<file path="config.mk">
export PLATFORM = sky130hd
export DESIGN_NAME = tile_grid_overlay
export DESIGN_NICKNAME = d
export VERILOG_FILES = /design/src/rtl/tile_grid_overlay.sv
export SDC_FILE = /design/constraint.sdc
export NUM_CORES = 1
export LEC_CHECK = 0
export ABC_AREA = 1
export BUFFER_PORTS_ARGS = -buffer_cell sky130_fd_sc_hd__buf_2
export CORE_MARGIN = 5
export CORE_UTILIZATION = 61
export DETAILED_ROUTE_END_ITERATION = 10
export HOLD_SLACK_MARGIN = 0.06
export PLACE_DENSITY = 0.87
export SLEW_MARGIN = 20
export SYNTH_ARGS = -nofsm -noshare
export SYNTH_HDL_FRONTEND = slang
export SYNTH_SLANG_ARGS = --single-unit
</file>
<file path="constraint.sdc">
create_clock -name clk -period 5.07 [get_ports clk]
set_input_delay 0 -clock clk [delete_from_list [all_inputs] [get_ports clk]]
set_output_delay 0 -clock clk [all_outputs]
set_load 0.01 [all_outputs]
</file>
<file path="src/rtl/tile_grid_overlay.sv">
module tile_grid_overlay #(
  parameter int XW    = 11,
  parameter int CW    = 12,
  parameter int AW    = 14,
  parameter int DW    = 32,
  parameter int ORG_X = 196,
  parameter int ORG_Y = 116,
  parameter int CELL  = 80,
  parameter int GAP   = 2,
  parameter int RING  = 3,
  parameter int DOT   = 16
) (
  input  logic          clk,
  input  logic          rst,
  input  logic [XW-1:0] x,
  input  logic [XW-1:0] y,
  input  logic          cs,
  input  logic          wr,
  input  logic [AW-1:0] addr,
  input  logic [DW-1:0] wdata,
  input  logic [CW-1:0] pix_in,
  output logic [CW-1:0] pix_out
);

  localparam int PITCH  = CELL + GAP;
  localparam int SPAN   = 3 * PITCH + GAP;
  localparam int OW     = $clog2(CELL);
  localparam int DOT_LO = (CELL - DOT) / 2;
  localparam int DOT_HI = DOT_LO + DOT;
  localparam logic [CW-1:0] RED   = CW'(12'hF00);
  localparam logic [CW-1:0] WHITE = CW'(12'hFFF);
  localparam logic [AW-1:0] A_CELLS = AW'(0);
  localparam logic [AW-1:0] A_CURS  = AW'(1);
  localparam logic [AW-1:0] A_STYLE = AW'(2);
  localparam logic [AW-1:0] A_COLR  = AW'(3);
  localparam logic [AW-1:0] A_BYP   = AW'(14'h2000);

  logic [8:0]    cells_q;
  logic [1:0]    row_q, col_q, style_q;
  logic [CW-1:0] lit_q, unlit_q;
  logic          byp_q;

  wire wr_en = cs & wr;

  always_ff @(posedge clk or posedge rst) begin
    if (rst) begin
      cells_q <= '0;
      row_q   <= '0;
      col_q   <= '0;
      style_q <= '0;
      lit_q   <= CW'(12'h0F0);
      unlit_q <= '0;
      byp_q   <= 1'b0;
    end else if (wr_en) begin
      case (addr)
        A_CELLS: cells_q <= wdata[8:0];
        A_CURS:  begin row_q <= wdata[1:0]; col_q <= wdata[3:2]; end
        A_STYLE: style_q <= wdata[1:0];
        A_COLR:  begin lit_q <= wdata[CW-1:0]; unlit_q <= wdata[2*CW-1:CW]; end
        A_BYP:   byp_q <= wdata[0];
        default: ;
      endcase
    end
  end

  wire in_x = (x >= XW'(ORG_X)) && (x < XW'(ORG_X + SPAN));
  wire in_y = (y >= XW'(ORG_Y)) && (y < XW'(ORG_Y + SPAN));
  wire [XW-1:0] rx = x - XW'(ORG_X);
  wire [XW-1:0] ry = y - XW'(ORG_Y);

  logic [2:0]    hx, hy;
  logic [1:0]    cx, cy;
  logic [OW-1:0] ox, oy;

  always_comb begin
    hx = '0; hy = '0; cx = '0; cy = '0; ox = '0; oy = '0;
    for (int k = 0; k < 3; k++) begin
      if (rx >= XW'(k * PITCH + GAP) && rx < XW'((k + 1) * PITCH)) begin
        hx[k] = 1'b1;
        cx    = 2'(k);
        ox    = OW'(rx - XW'(k * PITCH + GAP));
      end
      if (ry >= XW'(k * PITCH + GAP) && ry < XW'((k + 1) * PITCH)) begin
        hy[k] = 1'b1;
        cy    = 2'(k);
        oy    = OW'(ry - XW'(k * PITCH + GAP));
      end
    end
  end

  logic          s1_in, s1_line;
  logic [1:0]    s1_r, s1_c;
  logic [OW-1:0] s1_ox, s1_oy;
  logic          s2_in;
  logic [CW-1:0] s2_rgb;

  always_ff @(posedge clk or posedge rst) begin
    if (rst) begin
      s1_in <= 1'b0; s1_line <= 1'b0;
      s1_r  <= '0;   s1_c    <= '0;
      s1_ox <= '0;   s1_oy   <= '0;
    end else begin
      s1_in   <= in_x && in_y;
      s1_line <= (hx == 3'b000) || (hy == 3'b000);
      s1_r    <= cy;
      s1_c    <= cx;
      s1_ox   <= ox;
      s1_oy   <= oy;
    end
  end

  wire sel  = (row_q != 2'd3) && (col_q != 2'd3) && (s1_r == row_q) && (s1_c == col_q);
  wire ring = (s1_ox < OW'(RING)) || (s1_ox >= OW'(CELL - RING)) ||
              (s1_oy < OW'(RING)) || (s1_oy >= OW'(CELL - RING));
  wire dot  = (s1_ox >= OW'(DOT_LO)) && (s1_ox < OW'(DOT_HI)) &&
              (s1_oy >= OW'(DOT_LO)) && (s1_oy < OW'(DOT_HI));

  logic hl;
  always_comb begin
    case (style_q)
      2'd0:    hl = sel && ring;
      2'd1:    hl = sel;
      2'd2:    hl = sel && dot;
      default: hl = 1'b0;
    endcase
  end

  wire [3:0]  cidx      = {2'b00, s1_r} * 4'd3 + {2'b00, s1_c};
  wire [15:0] cell_bits = 16'(cells_q) >> cidx;
  wire [CW-1:0] gen = s1_line ? WHITE : hl ? RED : cell_bits[0] ? lit_q : unlit_q;

  always_ff @(posedge clk or posedge rst) begin
    if (rst) begin
      s2_in  <= 1'b0;
      s2_rgb <= '0;
    end else begin
      s2_in  <= s1_in;
      s2_rgb <= gen;
    end
  end

  assign pix_out = (byp_q || !s2_in) ? pix_in : s2_rgb;

  logic [1:0] age_q;
  always_ff @(posedge clk or posedge rst) begin
    if (rst) age_q <= '0;
    else if (age_q != 2'd3) age_q <= age_q + 2'd1;
  end

  function automatic logic in_win(logic [XW-1:0] px, logic [XW-1:0] py);
    return int'(px) >= ORG_X && int'(px) < ORG_X + SPAN &&
           int'(py) >= ORG_Y && int'(py) < ORG_Y + SPAN;
  endfunction

  function automatic logic on_gap(logic [XW-1:0] px, logic [XW-1:0] py);
    return ((int'(px) - ORG_X) % PITCH < GAP) || ((int'(py) - ORG_Y) % PITCH < GAP);
  endfunction

  AST_WRITE_GATED: assert property (@(posedge clk) disable iff (rst)
    !(cs && wr) |=> $stable({cells_q, row_q, col_q, style_q, lit_q, unlit_q, byp_q}));

  AST_BYPASS_NEXT: assert property (@(posedge clk) disable iff (rst)
    (cs && wr && addr == A_BYP && wdata[0]) |=> (pix_out == pix_in));

  AST_OUTSIDE_PASS: assert property (@(posedge clk) disable iff (rst)
    (age_q == 2'd3 && !in_win($past(x, 2), $past(y, 2))) |-> (pix_out == pix_in));

  AST_LINE_WHITE: assert property (@(posedge clk) disable iff (rst)
    (age_q == 2'd3 && !byp_q && in_win($past(x, 2), $past(y, 2)) &&
     on_gap($past(x, 2), $past(y, 2))) |-> (pix_out == WHITE));

endmodule

</file>
### Word level (Yosys, flattened, before mapping)

Index checks and enable logic that the tools add are counted.

* mux-type cells: 21
* reductions and logical operators: 32
* shift-type cells: 1
* magnitude comparators: 24
* add/subtract/negate cells: 9
* equal/unequal tests: 10
* bitwise gates (word level): 1
* multipliers: 1

Operators by type and width (number)
* 12-bit two-way mux: 4
* 11-bit by 8-bit less-than comparator with 1-bit output, second input constant: 4
* 7-bit two-way mux: 6
* 11-bit by 7-bit >= comparator with 1-bit output, second input constant: 3
* 11-bit by 8-bit >= comparator with 1-bit output, second input constant: 3
* 14-bit by 2-bit == test with 1-bit output, second input constant: 2
* 11-bit by 2-bit >= comparator with 1-bit output, second input constant: 2
* 11-bit by 7-bit less-than comparator with 1-bit output, second input constant: 2
* 11-bit by 9-bit less-than comparator with 1-bit output, second input constant: 2
* 1-bit logical AND: 17
* 14-bit by 1-bit == test with 1-bit output, second input constant: 1
* 14-bit == test, second input constant: 1
* 7-bit by 6-bit >= comparator with 1-bit output, second input constant: 2
* 7-bit >= comparator, second input constant: 2
* 14-bit zero test: 1
* 7-bit by 2-bit less-than comparator with 1-bit output, second input constant: 2
* 7-bit by 6-bit less-than comparator with 1-bit output, second input constant: 2
* 7-bit by 2-bit subtractor with 7-bit output, second input constant: 2
* 7-bit by 6-bit subtractor with 7-bit output, second input constant: 2
* 7-bit subtractor, second input constant: 2
* 11-bit by 7-bit subtractor with 11-bit output, second input constant: 1
* 11-bit by 8-bit subtractor with 11-bit output, second input constant: 1
* 2-bit AND reduction: 5
* 9-bit by 4-bit >> shifter with 1-bit output: 1
* other kinds (14): 29

* bits in registers: 73
* logic and storage cells: 114
* output and inout port bits: 12
* input bits: 84

### Longest topological paths before layout

Gate-level depths: netlist of run 1.

* word-level depth: 8
* mapped depth: 18
* mapped depth without buffers: 18

### Worst setup path after synthesis of run 1

OpenSTA, ideal clock, no wires.

* kind: flip-flop to flip-flop
* start point: reg s1_r[0]
* end point: reg s2_rgb[2]
* data required time: 4.987 ns
* arrival: 2.407 ns
* stages on the path, launching flop included: 12
* slack: 2.581 ns
* buffers on the path: 1
* period minus slack after synthesis: 2.489 ns
* library setup time: 0.083 ns
* cells stage by stage: dfrtp_1 > fa_1 > ha_1 > inv_1 > fa_1 > nand3_1 > o211ai_1 > nand2_1 > inv_1 > clkbuf_1 > o21ai_0 > o21ai_0

* word-level cells in the longest chain between the ends: 7
* elaborated cells on any way between the ends: 12
* classes of those cells: 1 x add/sub; 1 x mul; 1 x eq/ne; 1 x shift; 4 x mux; 4 x reduce/logical

RTL lines
* from (decl): RTL line 92 `logic [1:0] s1_r, s1_c;`
* from (signal assigned): RTL line 105 `s1_r <= cy;`
* parallel branches: the longest is 5 deep, another holds 2-bit by 2-bit multiplier with 4-bit output
* 12-bit two-way mux * (2 in a row): RTL line 130 `wire [CW-1:0] gen = s1_line ? WHITE : hl ? RED : cell_bits[0] ? lit_q : unlit_q;`
* named net gen[2]: RTL line 130
* to (signal assigned): RTL line 138 `s2_rgb <= gen;`
* to (decl): RTL line 95 `logic [CW-1:0] s2_rgb;`

Mark *: on every way through the listed nets, which the timed path passes.
A chain may end at the register's enable or synchronous reset.

### Worst setup path after layout of run 1

* start point: reg s1_r[0]
* end point: reg s2_rgb[1]

The elaborated chain is that of the path after synthesis.

==> results of run 1 <==
-- registers in the layout (all words and copies together) (netlist names) --
signal and flops:
unlit_q 12, byp_q 1, row_q 2, s2_in 1, col_q 2, s1_line 1
s1_ox 7, s1_oy 7, s1_in 1, lit_q 12, s2_rgb 12, s1_r 2
s1_c 2, style_q 2, cells_q 9
-- cells in the mapped netlist, types with 9 or more instances --
library cell	count	share of area [%]
xnor2_1	9	1.6
nand2_2	15	1.9
nand3_1	55	5.6
dfrtp_1	69	35
nand4_1	10	1.3
mux2_2	12	2.7
xor2_1	13	2.3
a21oi_1	20	2.0
ha_1	19	4.8
nor2_1	67	5.1
nand2_1	147	11
inv_1	97	7.4
o21ai_0	53	5.4
-- logic make-up after synthesis --
group / Yosys count / share of synthesized area, %
flops: 73 / 37.2
simple gates: 323 / 29.9
xor+xnor: 25 / 4.90
compound gates: 96 / 10.9
fa+ha+maj: 21 / 5.63
mux: 12 / 2.74
buf+inv: 111 / 8.73
-- how the worst min path moves through the flow --
stage / end / start / slack (ns)
2_1_floorplan: s1_oy[2] / y[2] / 0.12
3_3_place_gp: unlit_q[10] / wdata[22] / 0.25
3_5_place_dp: unlit_q[8] / wdata[20] / 0.26
4_1_cts: s1_in / y[4] / 0.08
5_1_grt: s1_in / y[4] / 0.08
6_report: s1_in / y[4] / 0.09
-- area by class of cell --
type | instances | area, sq um
Clock buffer | 12 | 145
Clock inverter | 3 | 65.1
Fill cell | 545 | 1790
Inverter | 100 | 379
Multi-Input combinational cell | 477 | 2670
Sequential cell | 73 | 1830
Tap cell | 102 | 128
Timing Repair Buffer | 124 | 801
-- worst max-delay path, cell delays in order (launching register included) --
cell	delay, ns
dfrtp_1	0.42
fa_1	0.56
ha_1	0.14
inv_1	0.05
fa_1	0.48
a41o_1	0.25
nand2_1	0.37
inv_1	0.30
o21ai_0	0.24
o21ai_0	0.10
-- per-stage QoR --
| step | area [sq um] | setup WS [ns] | std cells |
|---|---|---|---|
| floorplan | 4930 | 2.58 | 661 |
| global placement | 5460 | 2.14 | 841 |
| detailed placement | 5460 | 2.07 | 841 |
| CTS | 6020 | 2.07 | 891 |
| global route | 6020 | 1.87 | 891 |
| finish | 6020 | 2.05 | 891 |
-- per-layer routing --
layer	global-route usage (%)	part of all wire, %
met5	0	0
met4	11.9	3.2
met2	47.9	52
met1	28.7	38
met3	3.61	6.3
-- power breakdown --
group          internal, W  switching [W]  leakage, nW
clock             0.000288       0.000207        0.106
combinational     0.000120       0.000182         2.13
sequential        0.000597     0.00000844        0.931
-- timing repair --
| item | in CTS | in global routing |
|---|---|---|
| buffers inserted | 0 | 0 |
| hold endpoints to repair | 114 | 0 |
| endpoints found under the setup margin | 0 | 0 |
| gates resized for setup | 0 | 0 |
| hold buffers | 35 | 0 |
==> results.cfg, run 1 <==
[timing]
finalSetupViolCount = 0
slew_headroom_pct = 41.1
fin_crit_sh_pct = 59.6
tns_ns = 0
holdWs_ns = 0.0911
rsz0062_at_grt = false
slew_viol_final = 0
clock-skew-final_ns = 0.0157
fmax_mhz = 331
worstMarginPinSlew_ns = 0.884
finalHoldViolations = 0
min_period_ns = 3.02

[die]
boundaryPins = 96
die_h_um = 99.9
rows = 32
core_area_sq_um = 7810
die_w_um = 99.9
die_area_sq_um = 9980
initial_core_util_pct = 63.1

[detailed_routing]
first_pass_iters = 5
avgViaCountPerCell = 5.39
vias = 4802
drc = 0
ant_nets = 0
wl_per_cell_um = 14.3
drt_iter0_drc = 264
wirelength_mm = 12.7

[yosys]
syn_inst = 661
syn_area_sq_um = 4930
synth-edff-count = 0
avgSynthCellArea_sq_um = 7.46
ys_types = 46
seq_area_frac_synth_pct = 37.2
ys.flop_type = dfrtp_1
synth_warnings = 0
ys_ff_latch = 73
async_flop_share_pct = 100
syn_nets = 766

[global_route]
grt_usage_pct = 25.7
grt_max_degree = 74
grt_overflow_total = 0
antenna_found_initial = 0
grt_first_pass_wirelength_mm = 20.6
grt_pass1_vias = 4679

[critical_path]
worstSetupPathType = flop to flop
worstPathArrival_ns = 3.25
r2r-start = s1_r[0]
end_kind = flop
cp-endpoint = s2_rgb[1]
cp_max_fo = 13
r2r_end = s2_rgb[1]
r2r_slack_ns = 2.05
critPathLaunch = s1_r[0]
r2r_cells = 9
crit_path_start_kind = flop
cp.required_ns = 5.29

[cells_and_area]
fin_nets = 890
most-common-layout-cells = nand2_1, inv_1, buf_2, dfrtp_1, nor2_1
antennaDiodeCount = 0
area_growth_pct = 22.1
finish.utilization_pct = 77.1
post_route_cells_drive_above_1_share_pct = 20.0
final_common_cell = nand2_1

[hold_path]
holdPathStages = 3
hold_path_class = input pin to flop

[placed_design]
place_hpwl_mm = 8.79
gp_congestion = 0.918
portBuffers = 87

[clocking]
cts_buffers = 9
clk_latency_ns = 0.35
htree_levels = 3
clkSlewWorstSetupHoldPaths_ns = 0.08
cts_tree = yes
cts.sinks = 73
root_buffer = clkbuf_8
cts_buffer_depth = 2

[pwr]
ir_drop_mv = 0.116
power_density_nw_per_um2 = 233
p_leak_nw = 3.17
p_total_w = 0.00140

[status]
status = finished clean

[flow_run]
maxCapViolations = 0
(Power assumes the default switching activity.)
==> run 2: changes to the inputs <==
Settings changed: ABC_AREA 1 to 0, CORE_UTILIZATION 61 to 51, PLACE_DENSITY 0.87 to 0.78.
Clock period 5.07 ns to 2.54 ns, I/O delays scaled along.
==> results.cfg, run 2 <==
[global_route]
grt_overflow_total = 0
grt_pass1_vias = 4330
grt_first_pass_wirelength_mm = 20.0
antenna_found_initial = 0
grt_max_degree = 42
grt_usage_pct = 21.5

[yosys]
syn_area_sq_um = 4830
synth-edff-count = 0
synth_most_common_cell = dfrtp_1
seq_area_frac_synth_pct = 37.9
async_flop_share_pct = 100
synthTopCellsByCount = dfrtp_1, mux2_2, nand2_1
synth_top_area_cell = dfrtp_1
ys.flop_type = dfrtp_1
netlist.area_leader.share_pct = 35.7
syn_nets = 569
syn_inst = 464
ys_types = 84
ys_ff_latch = 73
ys_top_cells_by_area = dfrtp_1, mux2_2, ha_1
avgSynthCellArea_sq_um = 10.4
synth_warnings = 0

[pwr]
pwr-share-seq_pct = 42.7
p_leak_nw = 2.78
p_clk_share_pct = 35.8
sw_frac_of_total_pct = 26.4
p_int_w = 0.00207
p_switching_w = 0.000741
power_frac_comb_pct = 21.5
power_density_nw_per_um2 = 453
ir_drop_mv = 0.213

[hold_path]
hold_start = addr[1]
holdPathStages = 4
hold_path_class = input pin to flop
hold_end = byp_q

[detailed_routing]
first_pass_iters = 4
avgViaCountPerCell = 5.59
ant_nets = 0
wirelength_mm = 11.9
drt_iter0_drc = 131
drc = 0
vias = 4162
wl_per_cell_um = 16.0

[critical_path]
crit_path_start_kind = flop
r2r_end = s2_rgb[6]
r2r_slack_ns = -0.19
worstSetupPathType = flop to flop
crit_chain = fa_1 > ha_1 > inv_1 > fa_1 > mux4_2 > a21oi_2 > o21ai_4 > buf_12 > mux2i_1 > o21bai_1
cpMostUsedCell = fa_1
cp.required_ns = 2.77
slowest_delay_ns = 0.54
worst_path_max_delay_cell = fa_1
end_kind = flop
worstPathArrival_ns = 2.97
r2r_cells = 10
r2r-start = s1_c[1]
cp_max_fo = 12

[clocking]
htree_levels = 3
cts_buffer_depth = 2
cts.sinks = 73
clk_latency_ns = 0.34
root_buffer = clkbuf_8
cts_tree = yes
cts_buffers = 9
clkSlewWorstSetupHoldPaths_ns = 0.07

[cells_and_area]
fin_nets = 715
area_growth_pct = 28.2
post_route_cells_drive_above_1_share_pct = 34.8
final_common_cell = buf_2
most-common-layout-cells = buf_2, dfrtp_1, mux2_2, nand2_1, dlygate4sd3_1
top_regs = lit_q: 12 flops, s2_rgb: 12 flops, unlit_q: 12 flops
antennaDiodeCount = 0

[die]
initial_core_util_pct = 52.3
die_w_um = 107
boundaryPins = 96
core_area_sq_um = 9240
die_area_sq_um = 11500
rows = 35
die_h_um = 107

[placed_design]
place_hpwl_mm = 8.66
gp_congestion = 0.883
portBuffers = 87

[timing]
rsz0062_at_grt = true
worstMarginPinSlew_ns = 0.687
finalHoldViolations = 0
slew_viol_final = 0
setup_ws_ns = -0.194
clock-skew-final_ns = 0.0133
fin_crit_sh_pct = 108
slew_headroom_pct = 54.1
fmax_mhz = 366
holdWs_ns = 0.0963
finalSetupViolCount = 12
tns_ns = -1.99
min_period_ns = 2.73

[status]
violations = setup timing
status = finished, violations left

[flow_run]
maxCapViolations = 0
## run 2: cell count changes after synthesis, sizes merged, moves of 6 or more
cell    previous run  this run
nor2              74        27
nand2b             0         6
nor2b              0         6
nand3             57        16
buf                3        14
mux2i              0        14
o21bai             0        10
mux2              12        52
nand2            165        37
inv               99        19
nand4             10         2
o21ai             57        15
## run 2: worst max-delay path by stage
stage / endpoint / cells after the start / slack (ns) / startpoint
floorplan: s2_rgb[2] / 10 / -0.15 / s1_c[1]
global placement: s2_rgb[4] / 9 / -0.49 / s1_c[1]
detailed placement: s2_rgb[9] / 10 / -0.58 / s1_c[1]
CTS: s2_rgb[6] / 10 / -0.20 / s1_c[1]
global route: s2_rgb[11] / 10 / -0.34 / s1_c[1]
finish: s2_rgb[6] / 10 / -0.19 / s1_c[1]
## run 2: timing repair
action                     CTS  global route
setup buffers                2             1
hold buffers                37             0
setup endpoints to repair   12            14
gates resized for setup      1             2
hold endpoints to repair    77             0
pin swaps                    3             1
## run 2: layer usage
layer	global-route usage (%)	part of all wire, %	vias to the layer above
met5	0	0	-
met4	8.39	2.3	0
met3	2.88	4.4	23
met2	39.7	52	134
met1	25.0	41	2003
li1	-	-	2002
## run 2: per-stage QoR
| step | setup WS, ns | util, % | cell area, sq um | total power (W) | instances |
|---|---|---|---|---|---|
| 2_1_floorplan | -0.150 | - | 4850 | 0.00156 | 464 |
| 3_3_place_gp | -0.495 | 60.3 | 5570 | 0.00175 | 690 |
| 3_5_place_dp | -0.579 | 60.3 | 5570 | 0.00177 | 690 |
| 4_1_cts | -0.203 | 67.1 | 6200 | 0.00282 | 745 |
| 5_1_grt | -0.341 | 67.1 | 6200 | 0.00293 | 744 |
| 6_report | -0.194 | 67.1 | 6200 | 0.00281 | 744 |
## run 2: worst max-delay path: cells and delay by family, from the launching register on
family,cells,cell delay [ns]
AOI/OAI and AO/OA,3,0.33
adders and majority gates,3,1.21
buffers and inverters,2,0.20
DFF,1,0.40
muxes,2,0.49
## run 2: kinds of logic (layout without fill, tap and decap cells)
kind of cell	after synthesis	in the layout	share of synthesized area [%]
DFF	73	73	37.9
xor gates and xnor gates	22	22	4.14
and+or+nand+nor	139	139	16.0
adders and majority gates	21	21	5.75
buffers and inverters	36	187	3.47
muxes	68	68	16.0
AOI/OAI and AO/OA	105	105	16.8
## run 2: layout make-up
| class | count | area [sq um] |
|---|---|---|
| Tap cell | 129 | 161 |
| Inverter | 19 | 71.3 |
| Multi-Input combinational cell | 355 | 2870 |
| Clock buffer | 14 | 163 |
| Sequential cell | 73 | 1830 |
| Fill cell | 690 | 3040 |
| Timing Repair Buffer | 152 | 1040 |
| Clock inverter | 2 | 60.1 |
## run 2: power by group through the flow
stage | Clock (W) | Combinational, W | Sequential (W)
global route | 0.00106 | 0.000669 | 0.00120
finish | 0.00100 | 0.000604 | 0.00120
CTS | 0.00102 | 0.000595 | 0.00120
global placement | 0 | 0.000528 | 0.00122
detailed placement | 0 | 0.000549 | 0.00122
floorplan | 0 | 0.000346 | 0.00122
==> run 3: changes to the inputs <==
Settings changed: GPL_TIMING_DRIVEN set to 0, SLEW_MARGIN 20 to unset.
==> results.cfg, run 3 (same netlist as run 2, synthesis figures left out) <==
[die]
rows = 35
boundaryPins = 96
die_area_sq_um = 11500
die_w_um = 107
die_h_um = 107
core_area_sq_um = 9240
initial_core_util_pct = 52.3

[clocking]
cts_tree = yes
clkSlewWorstSetupHoldPaths_ns = 0.09
cts.sinks = 73
root_buffer = clkbuf_8
clk_latency_ns = 0.36
htree_levels = 3
cts_buffers = 9
cts_buffer_depth = 2

[status]
violations = setup timing
status = finished, violations left

[global_route]
grt_usage_pct = 21.8
grt_overflow_total = 0
grt_max_degree = 74
grt_first_pass_wirelength_mm = 20.3
grt_pass1_vias = 4392
antenna_found_initial = 0

[placed_design]
gp_congestion = 0.892
portBuffers = 86
place_hpwl_mm = 8.51
dp_cells = 679
place_area_sq_um = 5450

[critical_path]
crit_path_start_kind = flop
cp.required_ns = 2.81
worstSetupPathType = flop to flop
cp_max_fo = 5
worstPathArrival_ns = 3.17
end_kind = flop

[pwr]
power_density_nw_per_um2 = 483
p_leak_nw = 2.72
p_total_w = 0.00298
ir_drop_mv = 0.295

[timing]
holdWs_ns = 0.0709
slew_viol_final = 0
finalHoldViolations = 0
fin_crit_sh_pct = 114
min_period_ns = 2.90
clock-skew-final_ns = 0.0193
slew_headroom_pct = 29.4
rsz0062_at_grt = true
worstMarginPinSlew_ns = 1.06
fmax_mhz = 345
finalSetupViolCount = 12
setup_ws_ns = -0.358

[cells_and_area]
final_common_cell = buf_2
top_regs = lit_q: 12 flops, s2_rgb: 12 flops, unlit_q: 12 flops
design_area_sq_um = 6170
fin_cells = 733
fillers = 670
fin_nets = 704
post_route_cells_drive_above_1_share_pct = 35.3
most-common-layout-cells = buf_2, dfrtp_1, mux2_2, nand2_1, dlygate4sd3_1
finish.utilization_pct = 66.7
antennaDiodeCount = 0
area_growth_pct = 27.6

[detailed_routing]
drc = 0
ant_nets = 0
avgViaCountPerCell = 5.65
wl_per_cell_um = 17.0
drt_iter0_drc = 159
vias = 4144
wirelength_mm = 12.5
first_pass_iters = 4

[flow_run]
maxCapViolations = 0

[hold_path]
hold_path_class = input pin to flop
[run 3: changes by cell type in the layout (fill, tap and decap cells not counted), moves of 3 or more]
| cell | previous run | this run |
|---|---|---|
| buf_2 | 87 | 94 |
| clkinvlp_4 | 0 | 3 |
| mux2i_1 | 14 | 10 |
| mux2i_2 | 0 | 3 |
| buf_4 | 27 | 7 |
| buf_6 | 0 | 3 |
[run 3: per-layer routing]
| layer | global-route usage [%] | up-vias | wire length, um |
|---|---|---|---|
| met3 | 2.34 | 23 | 598 |
| met2 | 40.1 | 132 | 6490 |
| met1 | 25.4 | 2001 | 5040 |
| li1 | - | 1988 | - |
| met5 | 0 | - | 0 |
| met4 | 9.47 | 0 | 321 |
[run 3: timing repair]
item	4_1_cts	5_1_grt
buffers inserted	3	1
cloned	1	0
pin swaps	4	1
setup endpoints to repair	14	25
hold buffers	35	0
endpoints found under the hold margin	115	0
resized for setup	3	15
[run 3: path summary, 6_finish.rpt]
| kind | from | endpoint | slack, ns | cells past startpoint |
|---|---|---|---|---|
| max | s1_r[1] | s2_rgb[5] | -0.36 | 10 |
| max in group asynchronous | rst | cells_q[0] | 1.60 | 3 |
| min | addr[0] | byp_q | 0.07 | 4 |
| max reg2reg | s1_r[1] | s2_rgb[5] | -0.36 | 10 |
| min reg2reg | s1_in | s2_in | 0.34 | 0 |
| min in group asynchronous | rst | s1_ox[4] | 0.38 | 3 |
[run 3: layout make-up]
type / count / area, sq um / area share [%]
timing repair buffer: 125 / 811 / 13.1
buffer: 16 / 98.8 / 1.60
inverter: 19 / 73.8 / 1.20
clock inverter: 7 / 143 / 2.31
clock buffer: 9 / 124 / 2.01
multi-input combinational: 355 / 2920 / 47.4
tap: 129 / 161 / 2.62
sequential: 73 / 1830 / 29.7
[run 3: power by group]
part	internal, W	switching (W)
combinational	0.000250	0.000332
sequential	0.00118	0.0000160
clock	0.000751	0.000445
total	0.00219	0.000792
[run 3: worst max-delay path, stage by stage, from the launching register on]
cell and delay (ns):
dfrtp_1 0.41, fa_1 0.55, ha_1 0.14, inv_1 0.04
fa_1 0.55, mux4_2 0.34, a21oi_2 0.16, o21ai_2 0.09
buf_6 0.16, mux2i_4 0.19, o21bai_1 0.19
[run 3: stage by stage]
stage | worst slack [ns] | setup TNS, ns
final | -0.358 | -3.56
after global routing | -0.460 | -4.92
after CTS | -0.303 | -3.20
after detailed placement | -0.424 | -7.32
after global placement | -0.363 | -6.13
after floorplan | -0.150 | -1.38
